File: src/rtl/bios_dec_pkg.sv
package bios_dec_pkg;
  localparam int ADDR_W   = 32;
  localparam int ISA_W    = 24;
  localparam int SEG_N    = 8;
  localparam int LOW_SEGS = 6;
  localparam int SLICE_LG = 15;              // 32 KB slices
  localparam int LOW_LG   = 18;              // 256 KB legacy ROM area
  localparam int MB_LG    = 20;

  typedef logic [ADDR_W-1:0] addr_t;

  typedef struct packed {
    logic  hit;
    logic  to_isa;
    logic  cs;
    addr_t addr;
  } dec_res_t;

  // Address lies in the 000C_0000h..000F_FFFFh legacy area
  function automatic logic in_low_area(addr_t a);
    return a[ADDR_W-1:LOW_LG] == (ADDR_W-LOW_LG)'(3);
  endfunction

  // Slice number inside the legacy area (0..7)
  function automatic logic [2:0] low_slice(addr_t a);
    return a[LOW_LG-1:SLICE_LG];
  endfunction

  // Narrow-bus address: legacy hits move to the top of 16 MB
  function automatic addr_t xlate_narrow(addr_t a, logic low);
    addr_t r;
    r = '0;
    if (low) r[ISA_W-1:0] = {4'hF, a[MB_LG-1:0]};
    else     r[ISA_W-1:0] = a[ISA_W-1:0];
    return r;
  endfunction

  // Wide-bus address: legacy hits move just below 4 GB
  function automatic addr_t xlate_wide(addr_t a, logic low);
    addr_t r;
    if (low) r = {{(ADDR_W-MB_LG){1'b1}}, a[MB_LG-1:0]};
    else     r = a;
    return r;
  endfunction
endpackage

File: src/rtl/seg_enable_reg.sv
module seg_enable_reg #(
  parameter int W = bios_dec_pkg::SEG_N
) (
  input  logic         clk,
  input  logic         rst_n,
  input  logic         wr_en,
  input  logic [W-1:0] wdata,
  output logic [W-1:0] q
);
  always_ff @(posedge clk) begin
    if (!rst_n)     q <= '0;
    else if (wr_en) q <= wdata;
  end


  cfg_load_chk: assert property (@(posedge clk) disable iff (!rst_n)
    wr_en |=> q == $past(wdata));


  cfg_hold_chk: assert property (@(posedge clk) disable iff (!rst_n)
    !wr_en |=> $stable(q));
endmodule

File: src/rtl/window_match.sv
module window_match
  import bios_dec_pkg::*;
(
  input  addr_t            addr,
  input  logic [SEG_N-1:0] en,
  output logic [SEG_N-1:0] seg_hit,
  output logic             fixed_hit,
  output logic             low_area,
  output logic             any_hit
);
  logic [2:0] slice;

  assign low_area = in_low_area(addr);
  assign slice    = low_slice(addr);

  genvar gi;
  generate
    for (gi = 0; gi < LOW_SEGS; gi++) begin : g_low
      assign seg_hit[gi] = en[gi] && low_area && (slice == 3'(gi));
    end
  endgenerate

  // 1 MB window FFB0_0000h..FFBF_FFFFh
  assign seg_hit[6] = en[6] && (addr[ADDR_W-1:20] == 12'hFFB);
  // 4 MB window FFC0_0000h..FFFF_FFFFh
  assign seg_hit[7] = en[7] && (addr[ADDR_W-1:22] == 10'h3FF);

  assign fixed_hit = (addr[ADDR_W-1:16] == 16'h000F) ||
                     (addr[ADDR_W-1:16] == 16'hFFFF);

  assign any_hit = fixed_hit || (|seg_hit);
endmodule

File: src/rtl/addr_xlate.sv
module addr_xlate
  import bios_dec_pkg::*;
(
  input  addr_t addr,
  input  logic  low_area,
  input  logic  narrow,
  output addr_t xaddr
);
  addr_t narrow_a, wide_a;

  assign narrow_a = xlate_narrow(addr, low_area);
  assign wide_a   = xlate_wide(addr, low_area);
  assign xaddr    = narrow ? narrow_a : wide_a;
endmodule

File: src/rtl/bios_rom_decode.sv
module bios_rom_decode
  import bios_dec_pkg::*;
(
  input  logic              clk,
  input  logic              rst_n,
  input  logic              cfg_wr_en,
  input  logic [SEG_N-1:0]  cfg_wdata,
  output logic [SEG_N-1:0]  cfg_rdata,
  input  logic              isa_route,
  input  logic              req_valid,
  input  logic [ADDR_W-1:0] req_addr,
  output logic              rsp_valid,
  output logic              rsp_hit,
  output logic              rsp_to_isa,
  output logic [ADDR_W-1:0] rsp_addr,
  output logic              rom_cs
);
  logic [SEG_N-1:0] en_q;
  logic [SEG_N-1:0] seg_hit_w;
  logic             fixed_hit_w, low_area_w, any_hit_w;
  addr_t            xaddr_w;
  dec_res_t         res_d, res_q;
  logic             vld_q;

  seg_enable_reg #(.W(SEG_N)) u_en (
    .clk(clk), .rst_n(rst_n), .wr_en(cfg_wr_en), .wdata(cfg_wdata), .q(en_q)
  );

  window_match u_match (
    .addr(req_addr), .en(en_q), .seg_hit(seg_hit_w),
    .fixed_hit(fixed_hit_w), .low_area(low_area_w), .any_hit(any_hit_w)
  );

  addr_xlate u_xlate (
    .addr(req_addr), .low_area(low_area_w), .narrow(isa_route), .xaddr(xaddr_w)
  );

  always_comb begin
    res_d        = '0;
    res_d.to_isa = isa_route;
    if (req_valid && any_hit_w) begin
      res_d.hit  = 1'b1;
      res_d.cs   = isa_route;
      res_d.addr = xaddr_w;
    end
  end

  always_ff @(posedge clk) begin
    if (!rst_n) begin
      vld_q <= 1'b0;
      res_q <= '0;
    end else begin
      vld_q <= req_valid;
      res_q <= res_d;
    end
  end

  assign cfg_rdata  = en_q;
  assign rsp_valid  = vld_q;
  assign rsp_hit    = res_q.hit;
  assign rsp_to_isa = res_q.to_isa;
  assign rsp_addr   = res_q.addr;
  assign rom_cs     = res_q.cs;


  rsp_timing_chk: assert property (@(posedge clk) disable iff (!rst_n)
    req_valid |=> rsp_valid);


  rsp_idle_chk: assert property (@(posedge clk) disable iff (!rst_n)
    !req_valid |=> !rsp_valid && !rsp_hit);


  fixed_win_chk: assert property (@(posedge clk) disable iff (!rst_n)
    (req_valid && fixed_hit_w) |=> rsp_hit);


  miss_zero_chk: assert property (@(posedge clk) disable iff (!rst_n)
    !rsp_hit |-> (rsp_addr == '0) && !rom_cs);


  cs_route_chk: assert property (@(posedge clk) disable iff (!rst_n)
    rom_cs == (rsp_hit && rsp_to_isa));


  narrow_range_chk: assert property (@(posedge clk) disable iff (!rst_n)
    (rsp_hit && rsp_to_isa) |-> (rsp_addr[ADDR_W-1:ISA_W] == '0) &&
                               (rsp_addr[ISA_W-1:20] >= 4'hB));


  wide_range_chk: assert property (@(posedge clk) disable iff (!rst_n)
    (rsp_hit && !rsp_to_isa) |-> (rsp_addr[ADDR_W-1:24] == 8'hFF));


  low_slice_chk: assert property (@(posedge clk) disable iff (!rst_n)
    $onehot0(seg_hit_w));
endmodule

File: config.mk
export PLATFORM = sky130hd
export DESIGN_NAME = bios_rom_decode
export DESIGN_NICKNAME = d
export VERILOG_FILES = /design/src/rtl/bios_dec_pkg.sv /design/src/rtl/seg_enable_reg.sv /design/src/rtl/window_match.sv /design/src/rtl/addr_xlate.sv /design/src/rtl/bios_rom_decode.sv
export SDC_FILE = /design/constraint.sdc
export NUM_CORES = 1
export LEC_CHECK = 0
export ABC_AREA = 0
export BUFFER_PORTS_ARGS = -buffer_cell sky130_fd_sc_hd__buf_2
export CORE_MARGIN = 10
export CORE_UTILIZATION = 25
export CTS_CLUSTER_DIAMETER = 120
export DETAILED_ROUTE_END_ITERATION = 7
export PLACE_DENSITY = 0.55
export RECOVER_POWER = 25
export SKIP_CTS_REPAIR_TIMING = 1
export SLEW_MARGIN = 20
export SYNTH_ARGS = -nofsm -noshare
export SYNTH_HDL_FRONTEND = slang
export SYNTH_SLANG_ARGS = --single-unit
File: constraint.sdc
create_clock -name clk -period 2 [get_ports clk]
set_input_delay 0.4 -clock clk [delete_from_list [all_inputs] [get_ports clk]]
set_output_delay 0.4 -clock clk [all_outputs]
set_load 0.02 [all_outputs]
==> summary.txt, run 1 <==
Timing
  – Tcrit/Tclk final: 79.7%
  – Max Clock Skew: 5.83 ps
  – Pins Over Slew Limit: 0
  – Worst-Margin Slew: 617 ps
  – Fmax: 0.628 GHz
  – Crit path time final: 1590 ps
  – Normalized max-slew margin: 58.9%
  – Final setup TNS: 0 ps
  – Final Setup Violations: 0
  – RSZ-0062 raised after global routing: no
  – Final Hold Viols: 0
  – WHS: 316 ps

Clocking
  – Number of buffers created by CTS: 5
  – Clk_lat worst skew: 290 ps
  – CTS max path bufs: 2
  – Clock slew at reported path FFs: 80 ps
  – Clock tree sinks: 44
  – CTS tree: built
  – CTS Root Buffer Type: clkbuf_8
  – H-tree Lvls: 2

Worst setup path
  – Critical path class: in2reg
  – Crit-path max FO: 15
  – Startpoint types: input pin
  – Crit end category: register
  – CP Data Arrival Time: 1770 ps
  – Worst Path Required: 2180 ps

Placed design
  – DP HPWL: 3470 microns
  – Placed Instance Area: 1950 sq um
  – Placed cell count: 284
  – Port bufs: 88
  – GPL Wtd Cong: 0.739

Power
  – VDD IR max: 291 uV
  – Clk pwr share: 33.5%
  – Sw frac: 22.5%
  – Pwr/cell area: 763 nW/um^2
  – P_leak: 0.980 nW
  – Power share of the sequential group: 58.4%
  – Sw Pwr: 0.346 mW
  – Int Pwr: 1.19 mW
  – Combinational share of power: 8.1%

Route
  – Vias/cell: 4.05
  – Via count: 1179
  – Drt initial violations: 30
  – DRC violations left: 0
  – Post-route ant nets: 0
  – Routed length per instance: 14.6 microns
  – Post-Route WL: 4250 microns
  – Detailed Routing Iterations Pass 1: 4

Final layout
  – Antenna cell count: 0
  – Layout Utilization: 36.2%
  – Post-Layout Cell Count: 291
  – Commonest non-fill, non-tap cell in the layout: buf_2
  – Layout cells sized above 1: 39.7%
  – Layout Nets: 264
  – Final Instance Area: 2010 sq um
  – Area growth syn-to-layout: 40.7%
  – Commonest cells after routing, fill and taps aside: buf_2 (74), dfxtp_1 (44), nor2b_1 (30)

GRT
  – Initial antenna violation count: 0
  – First-pass GRT wire length: 6460 microns
  – GRT Total Usage: 9.35%
  – Pin count of the biggest net entering global routing: 20
  – Number of global-route vias before repair: 1233
  – Grt total ovfl: 0

Synthesis
  – Syn Std Cell Area: 1430 sq um
  – Synth Warn #: 0
  – Synthesized instance count: 127
  – Seq/Total Area, Yosys: 61.7%
  – Syn Area/Cell: 11.2 sq um
  – Flop and latch count out of synthesis: 44
  – Yosys cell types: 22
  – Syn Nets: 172

Floorplanning
  – Die width: 95.6 microns
  – Core Box Area: 5540 sq um
  – Die height: 95.6 microns
  – Die area: 9130 sq um
  – Top-level I/O count: 89
  – Row cnt: 27
  – Starting density of the core: 25.8%

Run status
  – Status: finished clean

Run
  – Max cap viols: 0

Min path
  – Hold Path Class: in2reg
state kept, by name, summed over array words and instances, names as in the netlist:
register,flops
u_en.q,8
rsp_addr,32
rsp_to_isa,1
rsp_hit,1
rsp_valid,1
rom_cs,1
Yosys cell counts (all sizes together):
library cell	number	area [sq um]
dfxtp	44	881
nor2b	30	188
nor2	15	56.3
mux2i	8	80.1
and2	3	18.8
buf	3	33.8
clkbuf	3	11.3
nor4	3	18.8
and3	2	12.5
and4	2	17.5
inv	2	7.51
nand3	2	10.0
nand4	2	12.5
a211oi	1	7.51
a21oi	1	5.00
a22oi	1	21.3
a32o	1	10.0
mux4	1	22.5
nand2	1	3.75
nor3	1	5.00
o21ai	1	5.00
kinds of logic after synthesis:
family | Yosys count | share of synthesized area [%]
AOI/OAI and AO/OA | 5 | 3.42
and+or+nand+nor | 61 | 24.0
buffers and inverters | 8 | 3.68
DFF | 44 | 61.7
muxes | 9 | 7.19
critical path: stages:
cell and delay, ps:
clkbuf_1 220, and4_1 260, and2_0 140, a32o_1 290, a22oi_4 170, buf_4 230
nor2b_1 60
metrics by stage:
step | setup WS [ps] | total power, mW
floorplan | 408 | 0.972
global placement | 223 | 1.04
detailed placement | 207 | 1.04
CTS | 442 | 1.56
global route | 247 | 1.61
finish | 406 | 1.53
metal layers:
metal,vias up,wire length [microns],track usage [%]
li1,597,-,-
met1,537,1570,9.51
met2,40,2330,17.0
met3,5,279,3.14
met4,0,75,4.05
met5,-,0,0
power groups by stage:
stage | logic [mW] | clock network [mW] | registers (mW)
final | 0.124 | 0.514 | 0.896
after global routing | 0.137 | 0.573 | 0.898
after CTS | 0.126 | 0.537 | 0.895
after detailed placement | 0.126 | 0 | 0.916
after global placement | 0.125 | 0 | 0.916
after floorplan | 0.0433 | 0 | 0.928
area by class of cell:
class,count,area [sq um]
Tap cell,72,90.1
Sequential cell,44,881
Inverter,2,7.51
Fill cell,610,3530
Timing Repair Buffer,91,458
Multi-Input combinational cell,75,494
Clock buffer,6,72.6
Clock inverter,1,5.00
worst paths after layout:
kind | startpoint | to | slack, ps | depth (start not counted)
hold reg to reg | u_en.q[7]$_SDFFE_PN0P_ | u_en.q[7]$_SDFFE_PN0P_ | 550 | 2
hold / removal | req_addr[5] | rsp_addr[5]$_SDFF_PN0_ | 320 | 2
setup / recovery | rst_n | rsp_addr[14]$_SDFF_PN0_ | 410 | 7
setup reg to reg | u_en.q[1]$_SDFFE_PN0P_ | rsp_addr[14]$_SDFF_PN0_ | 450 | 6
Note: power is estimated with default switching activity, not from simulation.
==> run 2, diff against run 1 <==
==> constraint.sdc (replaced) <==
create_clock -name clk -period 1.6 [get_ports clk]
set_input_delay 0.32 -clock clk [delete_from_list [all_inputs] [get_ports clk]]
set_output_delay 0.32 -clock clk [all_outputs]
set_load 0.02 [all_outputs]
==> run 2 against run 1 <==
Worst setup slack got worse by 330 ps. Register-to-register slack worse by 380 ps. First-iteration DRC count rose by 50%. Critical path depth decreased by 1. Global-route usage up 0.19 points. Core utilization increased by 1.1 points. Critical path type is now reg2reg. Critical endpoint is now rsp_addr[9]$_SDFF_PN0_. Largest power group unchanged.
==> summary.txt, run 2 (synthesis gave the netlist of run 1 again) <==
Run status
  – Status: finished clean

Timing
  – Final setup TNS: 0 ps (unchanged)
  – Final Setup Violations: 0 (unchanged)
  – RSZ-0062 raised after global routing: no
  – Final Hold Viols: 0 (unchanged)
  – Crit path time final: 1530 ps
  – Worst-Margin Slew: 358 ps (-259 ps)
  – Max Clock Skew: 9.79 ps (+3.96 ps)
  – Pins Over Slew Limit: 0 (unchanged)
  – Normalized max-slew margin: 75.9% (+17 points)
  – Tcrit/Tclk final: 95.5%
  – WHS: 232 ps (-84.2 ps)
  – Fmax: 0.654 GHz

Final layout
  – Layout cells sized above 1: 41.5% (+1.8 points)
  – Layout Nets: 268 (+1.5%)
  – Commonest non-fill, non-tap cell in the layout: buf_2
  – Register area: 881 sq um (unchanged)
  – Fillers: 625 (+2.5%)
  – Antenna cell count: 0 (unchanged)
  – Max reg flops: 32 (unchanged)
  – Multi-input logic area: 494 sq um (unchanged)
  – Area growth syn-to-layout: 44.9%
  – Commonest cells after routing, fill and taps aside: buf_2 (75), dfxtp_1 (44), nor2b_1 (30)

GRT
  – Pin count of the biggest net entering global routing: 20 (unchanged)
  – Grt total ovfl: 0 (unchanged)
  – Initial antenna violation count: 0 (unchanged)
  – Number of global-route vias before repair: 1253 (+1.6%)
  – GRT Total Usage: 9.54% (+0.19 points)
  – First-pass GRT wire length: 6580 microns (+1.8%)

Worst setup path
  – Critical path class: reg2reg
  – CP Data Arrival Time: 1720 ps (-50 ps)
  – Crit-path max FO: 19 (+4)
  – Worst Path Required: 1790 ps (-390 ps)
  – Startpoint types: register
  – Crit end category: register

Placed design
  – DP HPWL: 3550 microns (+2.2%)
  – GPL Wtd Cong: 0.751 (+1.6%)
  – Port bufs: 88 (unchanged)

Power
  – VDD IR max: 296 uV (+1.6%)
  – P_leak: 1.01 nW (+2.7%)
  – Pwr/cell area: 969 nW/um^2 (+27%)

Route
  – Routed length per instance: 14.5 microns (-0.37%)
  – Vias/cell: 4.06 (+0.15%)
  – DRC violations left: 0 (unchanged)
  – Post-Route WL: 4310 microns (+1.3%)
  – Detailed Routing Iterations Pass 1: 4 (unchanged)
  – Post-route ant nets: 0 (unchanged)
  – Via count: 1201 (+1.9%)
  – Drt initial violations: 45 (+50%)

Clocking
  – H-tree Lvls: 2 (unchanged)
  – Clk_lat worst skew: 300 ps (about the same)
  – Number of buffers created by CTS: 5 (unchanged)
  – CTS max path bufs: 2 (unchanged)
  – CTS tree: built
  – CTS Root Buffer Type: clkbuf_8
  – Clock slew at reported path FFs: 90 ps (about the same)
  – Clock tree sinks: 44 (unchanged)

Min path
  – Hold Path Class: in2reg

Floorplanning
  – Row cnt: 27 (unchanged)
  – Die width: 95.6 microns (unchanged)
  – Die height: 95.6 microns (unchanged)
  – Core Box Area: 5540 sq um (unchanged)
  – Starting density of the core: 25.8% (unchanged)
  – Die area: 9130 sq um (unchanged)
  – Top-level I/O count: 89 (unchanged)

Run
  – Max cap viols: 0 (unchanged)
## run 2: power by group
part | internal (mW) | switching, mW
clock | 0.349 | 0.374
combinational | 0.0850 | 0.0775
sequential | 1.11 | 0.0106
## run 2: final timing paths
kind                     startpoint                       to  depth (start not counted)  slack (ps)
max          u_en.q[5]$_SDFFE_PN0P_   rsp_addr[9]$_SDFF_PN0_                          6          70
min reg2reg  u_en.q[2]$_SDFFE_PN0P_   u_en.q[2]$_SDFFE_PN0P_                          2         540
min                    req_addr[10]  rsp_addr[10]$_SDFF_PN0_                          2         230
max reg2reg  u_en.q[5]$_SDFFE_PN0P_   rsp_addr[9]$_SDFF_PN0_                          6          70
## run 2: layout make-up
| type | count | area share, % |
|---|---|---|
| Multi-Input combinational cell | 75 | 23.9 |
| Sequential cell | 44 | 42.6 |
| Timing Repair Buffer | 95 | 24.1 |
| Tap cell | 72 | 4.36 |
| Inverter | 2 | 0.363 |
| Clock inverter | 2 | 0.726 |
| Clock buffer | 6 | 3.99 |
## run 2: critical path, cell delays in order (launching register included)
cell     delay (ps)
dfxtp_1         340
mux4_2          460
nor2_1          100
a21oi_1          70
a22oi_4         210
buf_12          180
nor2b_1          50
## run 2: metrics by stage
step / cells / utilization (%) / worst slack (ps) / total power, mW / instance area, sq um
finish: 296 / 37.3 / 71.4 / 2.00 / 2070
global route: 296 / 37.3 / 33.2 / 2.10 / 2070
CTS: 296 / 37.7 / 44.1 / 2.04 / 2090
detailed placement: 288 / 35.9 / -74.7 / 1.31 / 1990
global placement: 288 / 35.9 / -67.6 / 1.31 / 1990
floorplan: 127 / - / 36.5 / 1.21 / 1430
## run 2: routing by layer
metal | vias to the layer above | wire (microns) | track usage [%]
met5 | - | 0 | 0
met4 | 0 | 113 | 5.28
met3 | 9 | 299 | 3.46
met2 | 32 | 2390 | 17.0
met1 | 552 | 1510 | 9.41
li1 | 608 | - | -
